`config.mk`:
```
export PLATFORM = sky130hd
export DESIGN_NAME = irq_resolver
export DESIGN_NICKNAME = d
export VERILOG_FILES = /design/src/rtl/irq_resolver.sv
export SDC_FILE = /design/constraint.sdc
export NUM_CORES = 1
export LEC_CHECK = 0
export BUFFER_PORTS_ARGS = -buffer_cell sky130_fd_sc_hd__buf_2
export CELL_PAD_IN_SITES_DETAIL_PLACEMENT = 1
export CELL_PAD_IN_SITES_GLOBAL_PLACEMENT = 1
export CORE_UTILIZATION = 48
export CTS_BUF_LIST = sky130_fd_sc_hd__clkbuf_16
export CTS_CLUSTER_DIAMETER = 100
export DETAILED_ROUTE_END_ITERATION = 8
export PLACE_DENSITY = 0.95
export SLEW_MARGIN = 20
export SYNTH_ARGS = -nofsm -noshare
export SYNTH_HDL_FRONTEND = slang
export SYNTH_SLANG_ARGS = --single-unit
```
`constraint.sdc`:
```
create_clock -name clk -period 14.55 [get_ports clk]
set_clock_uncertainty 0.05 [all_clocks]
set_input_delay 2.91 -clock clk [delete_from_list [all_inputs] [get_ports clk]]
set_output_delay 2.91 -clock clk [all_outputs]
set_load 0.1 [all_outputs]
```
`src/rtl/irq_resolver.sv`:
```
module irq_resolver #(
  parameter int N            = 8,
  parameter bit IS_MASTER    = 1'b1,
  parameter int CASCADE_LINE = 2
) (
  input  logic                 clk,
  input  logic                 rst,
  input  logic [N-1:0]         req_i,
  input  logic [N-1:0]         mask_i,
  input  logic                 smask_mode,
  input  logic                 nested_mode,
  input  logic                 auto_eoi,
  input  logic                 rot_on_aeoi,
  input  logic                 ack,
  input  logic                 eoi_any,
  input  logic                 eoi_line,
  input  logic                 eoi_rotate,
  input  logic                 set_base,
  input  logic [$clog2(N)-1:0] line_sel,
  output logic                 irq,
  output logic [$clog2(N)-1:0] win_line,
  output logic [N-1:0]         isr
);
  localparam int IW = $clog2(N);
  localparam logic [N-1:0] CASC_BIT = N'(1) << CASCADE_LINE;

  logic [N-1:0]  isr_q, cand, blk;
  logic [IW-1:0] base_q, top_line;
  logic [IW:0]   cand_p, cur_p, top_p;

  function automatic logic [IW:0] rank(input logic [N-1:0] v, input logic [IW-1:0] b);
    logic [IW-1:0] idx;
    rank = (IW+1)'(N);
    for (int k = N-1; k >= 0; k--) begin
      idx = IW'(k) + b;
      if (v[idx]) rank = (IW+1)'(k);
    end
  endfunction

  assign cand     = req_i & ~mask_i;
  assign blk      = isr_q & ~(smask_mode ? mask_i : '0)
                          & ~((IS_MASTER && nested_mode) ? CASC_BIT : '0);
  assign cand_p   = rank(cand, base_q);
  assign cur_p    = rank(blk, base_q);
  assign top_p    = rank(isr_q, base_q);
  assign top_line = top_p[IW-1:0] + base_q;
  assign irq      = cand_p < cur_p;
  assign win_line = irq ? cand_p[IW-1:0] + base_q : '0;
  assign isr      = isr_q;

  always_ff @(posedge clk) begin
    if (rst) begin
      isr_q  <= '0;
      base_q <= '0;
    end else if (ack) begin
      if (irq) begin
        if (!auto_eoi) isr_q[win_line] <= 1'b1;
        else if (rot_on_aeoi) base_q <= win_line + 1'b1;
      end
    end else if (eoi_any) begin
      if (!top_p[IW]) begin
        isr_q[top_line] <= 1'b0;
        if (eoi_rotate) base_q <= top_line + 1'b1;
      end
    end else if (eoi_line) begin
      isr_q[line_sel] <= 1'b0;
      if (eoi_rotate) base_q <= line_sel + 1'b1;
    end else if (set_base) begin
      base_q <= line_sel + 1'b1;
    end
  end


  empty_quiet_chk: assert property (@(posedge clk) disable iff (rst)
    (cand == '0) |-> (!irq && win_line == '0));

  winner_valid_chk: assert property (@(posedge clk) disable iff (rst)
    irq |-> cand[win_line]);

  ack_marks_chk: assert property (@(posedge clk) disable iff (rst)
    (ack && irq && !auto_eoi) |=> isr[$past(win_line)]);

  aeoi_keeps_chk: assert property (@(posedge clk) disable iff (rst)
    (ack && auto_eoi) |=> isr == $past(isr));

  eoi_any_one_chk: assert property (@(posedge clk) disable iff (rst)
    (eoi_any && !ack && isr != '0) |=> $countones(isr) == $countones($past(isr)) - 1);

  eoi_line_clr_chk: assert property (@(posedge clk) disable iff (rst)
    (eoi_line && !ack && !eoi_any) |=> !isr[$past(line_sel)]);

  only_ack_sets_chk: assert property (@(posedge clk) disable iff (rst)
    !ack |=> (isr & ~$past(isr)) == '0);

  reset_clear_chk: assert property (@(posedge clk)
    rst |=> isr == '0);
endmodule

```
==> flow_summary_export.csv <==
group,metric,value,unit
route,drc,0,
placed_design,gp_congestion,0.910,
synthesis,netlist_instances,306,
worst_setup_path,worstPathMaxFanout,11,
layout,finalNetCount,378,
timing,fin_crit_sh,70.5,%
timing,hold_viol_final,0,
timing,fin_crit,10260,ps
global_route,grt_pass1_wl,15000,um
layout,area_growth,10.2,%
route,first_pass_iters,5,
layout,stdcell_count,409,
synthesis,syn_avg_cell_area,8.91,um^2
floorplan,rows,27,
timing,maxSlewViolCount,0,
floorplan,initial_core_util,49.5,%
route,drt_wl_total,9330,um
layout,fillers,666,
clock_tree,root_buffer,"clkbuf_16",
clock_tree,cts_setup_buffers,0,
layout,diodes,0,
worst_setup_path,cp_common_cell,"buf_2",
clock_tree,cts_made_buffers,3,
synthesis,synth_top_area_cell,"mux4_2",
global_route,grt_pass1_vias,2928,
clock_tree,clk_pin_slew,40,ps
synthesis,synthTopCellsByArea,"mux4_2 15%, dfxtp_1 8.1%, mux2i_1 4.8%",
synthesis,ys_warn_count,0,
clock_tree,clk_latency,240,ps
worst_setup_path,max_stage_delay,540,ps
worst_setup_path,crit_path_start_kind,"primary input",
synthesis,yosysMostFrequentCell,"nor2_1",
route,num_vias,2887,
synthesis,synth-seq-area-share,8.07,%
timing,fmax,97.4,MHz
synthesis,synth_ff_type,"dfxtp_1",
floorplan,die_area,5990,um^2
synthesis,synthDistinctLibCells,75,
synthesis,async_flop_share,0,%
floorplan,die_y,77.4,um
clock_tree,htreeDepth,1,
worst_setup_path,crit_arrival,7300,ps
global_route,grt_usage,31.6,%
route,wire_per_inst,22.8,um
timing,rsz0062_at_grt,"no",
clock_tree,cts.sinks,11,
worst_setup_path,cp_cell_sequence,"buf_2, a21boi_0, mux4_2, a21o_1, nor3b_1, nor4b_1, o31ai_1, ha_1, o21ai_0, nand2b_1, a21oi_1, a31o_2, o41ai_4, nor2_2, and2_1, buf_2",
synthesis,synth.top_cell.area_share,14.9,%
global_route,grtUsageMet1,40.6,%
timing,maxSlewHeadroom,43.9,%
run_status,status,"completed",
timing,final-setup-viol-count,0,
placed_design,io_buffers,41,
clock_tree,cts_resized,0,
route,ant_nets,0,
worst_setup_path,worstPathRequired,11590,ps
clock_tree,postCtsHoldBufs,0,
worst_hold_path,hp-class,"reg2reg",
global_route,grt_overflow,0,
worst_setup_path,cpLargestDelayFamily,"simple AND/OR/NAND/NOR gates",
floorplan,coreArea,5510,um^2
synthesis,syn_nets,346,
global_route,grtUsageMet2,53.5,%
global_route,busiest_layer,"met2",
route,via_per_inst,7.06,
synthesis,syn_area,2730,um^2
floorplan,io_pins,42,
flow_run,cap_violations,0,
timing,tightest_slew,837,ps
placed_design,hpwl,7020,um
layout,layout-drive-gt1-share,28.5,%
worst_setup_path,cp_num_buf_inv,2,
synthesis,ys_seq_elements,11,
route,drt_iter0_markers,157,
clock_tree,clockBufferDepth,2,
timing,tns,0,ps
worst_setup_path,worstSetupPathType,"in2out",
worst_setup_path,endpoint_kind,"output pin",
synthesis,synth_edf_count,0,
placed_design,dp.cells,405,
floorplan,die_x,77.4,um
synthesis,synthTopCellsByCount,"27 x nor2_1, 18 x mux4_2, 18 x nand2_1",
clock_tree,cts_tree,"yes",
global_route,antenna_found_initial,0,
global_route,grt.met3_usage,5.88,%
worst_setup_path,cp_slowest_cell,"mux4_2",
global_route,grt_max_degree,40,
state kept, by name, summed over array words and instances (netlist names):
register / cells
isr: 8
base_q: 3
metrics by stage:
step,area [um^2],setup WS (ps),util [%],hold slack [ps]
after floorplan,2730,3880,-,805
after global placement,2930,4800,53.1,588
after detailed placement,2930,4460,53.1,624
after CTS,3010,4440,54.6,635
after global routing,3010,4140,54.6,657
final,3010,4290,54.6,644
worst paths after layout:
kind | from | to | slack (ps) | cells after the start
min reg2reg | isr[3] | isr[3] | 640 | 2
max reg2reg | base_q[1] | base_q[2] | 8510 | 20
max | smask_mode | win_line[0] | 4290 | 16
min | isr[3] | isr[3] | 640 | 2
logic make-up after synthesis:
logic type | count (synthesis) | share of synthesized area (%)
simple gates | 125 | 26.7
fa+ha+maj | 10 | 5.14
compound gates | 83 | 25.5
flops | 11 | 8.07
buf+inv | 29 | 6.24
mux | 40 | 23.9
xor+xnor | 8 | 4.50
tightest hold or removal path: stages, from the launching register on:
cell	delay, ps
dfxtp_1	460
a41oi_1	90
nor2_1	100
per-layer routing:
layer	wire, um	vias to the layer above	share of wire [%]
li1	-	1276	-
met1	3860	1440	41
met2	4660	148	50
met3	637	23	6.8
met4	164	0	1.8
met5	0	-	0
cell type report:
class / instances / area [um^2] / area share (%)
clock buffer: 3 / 75.1 / 2.50
timing repair buffer: 44 / 228 / 7.58
tap: 72 / 90.1 / 3.00
sequential: 11 / 220 / 7.33
inverter: 12 / 50.0 / 1.67
multi-input combinational: 266 / 2340 / 77.8
clock inverter: 1 / 5.00 / 0.167
cells in the final DEF (no fill, tap or decap), types with 3 or more instances in the layout:
cell type / n
buf_2: 41
nor2_1: 27
nand2_1: 18
mux4_2: 18
nand2b_1: 15
mux2i_1: 13
inv_1: 11
and2_1: 11
dfxtp_1: 11
nor2b_1: 10
a21oi_1: 9
mux2_2: 8
a41oi_1: 8
ha_1: 8
a21boi_0: 7
o21ai_0: 7
nor3_1: 7
a221oi_1: 5
nand3_1: 5
a211oi_1: 5
a21o_1: 4
nand3b_1: 4
nor4bb_1: 4
nor4b_1: 4
a32oi_1: 3
nor3b_1: 3
o221ai_1: 3
a31oi_1: 3
xor2_1: 3
clkbuf_16: 3
buf_4: 3
Power is left out: the tool's default activity adds up to more than one toggle a clock period on the data nets, which glitch-free logic cannot reach.
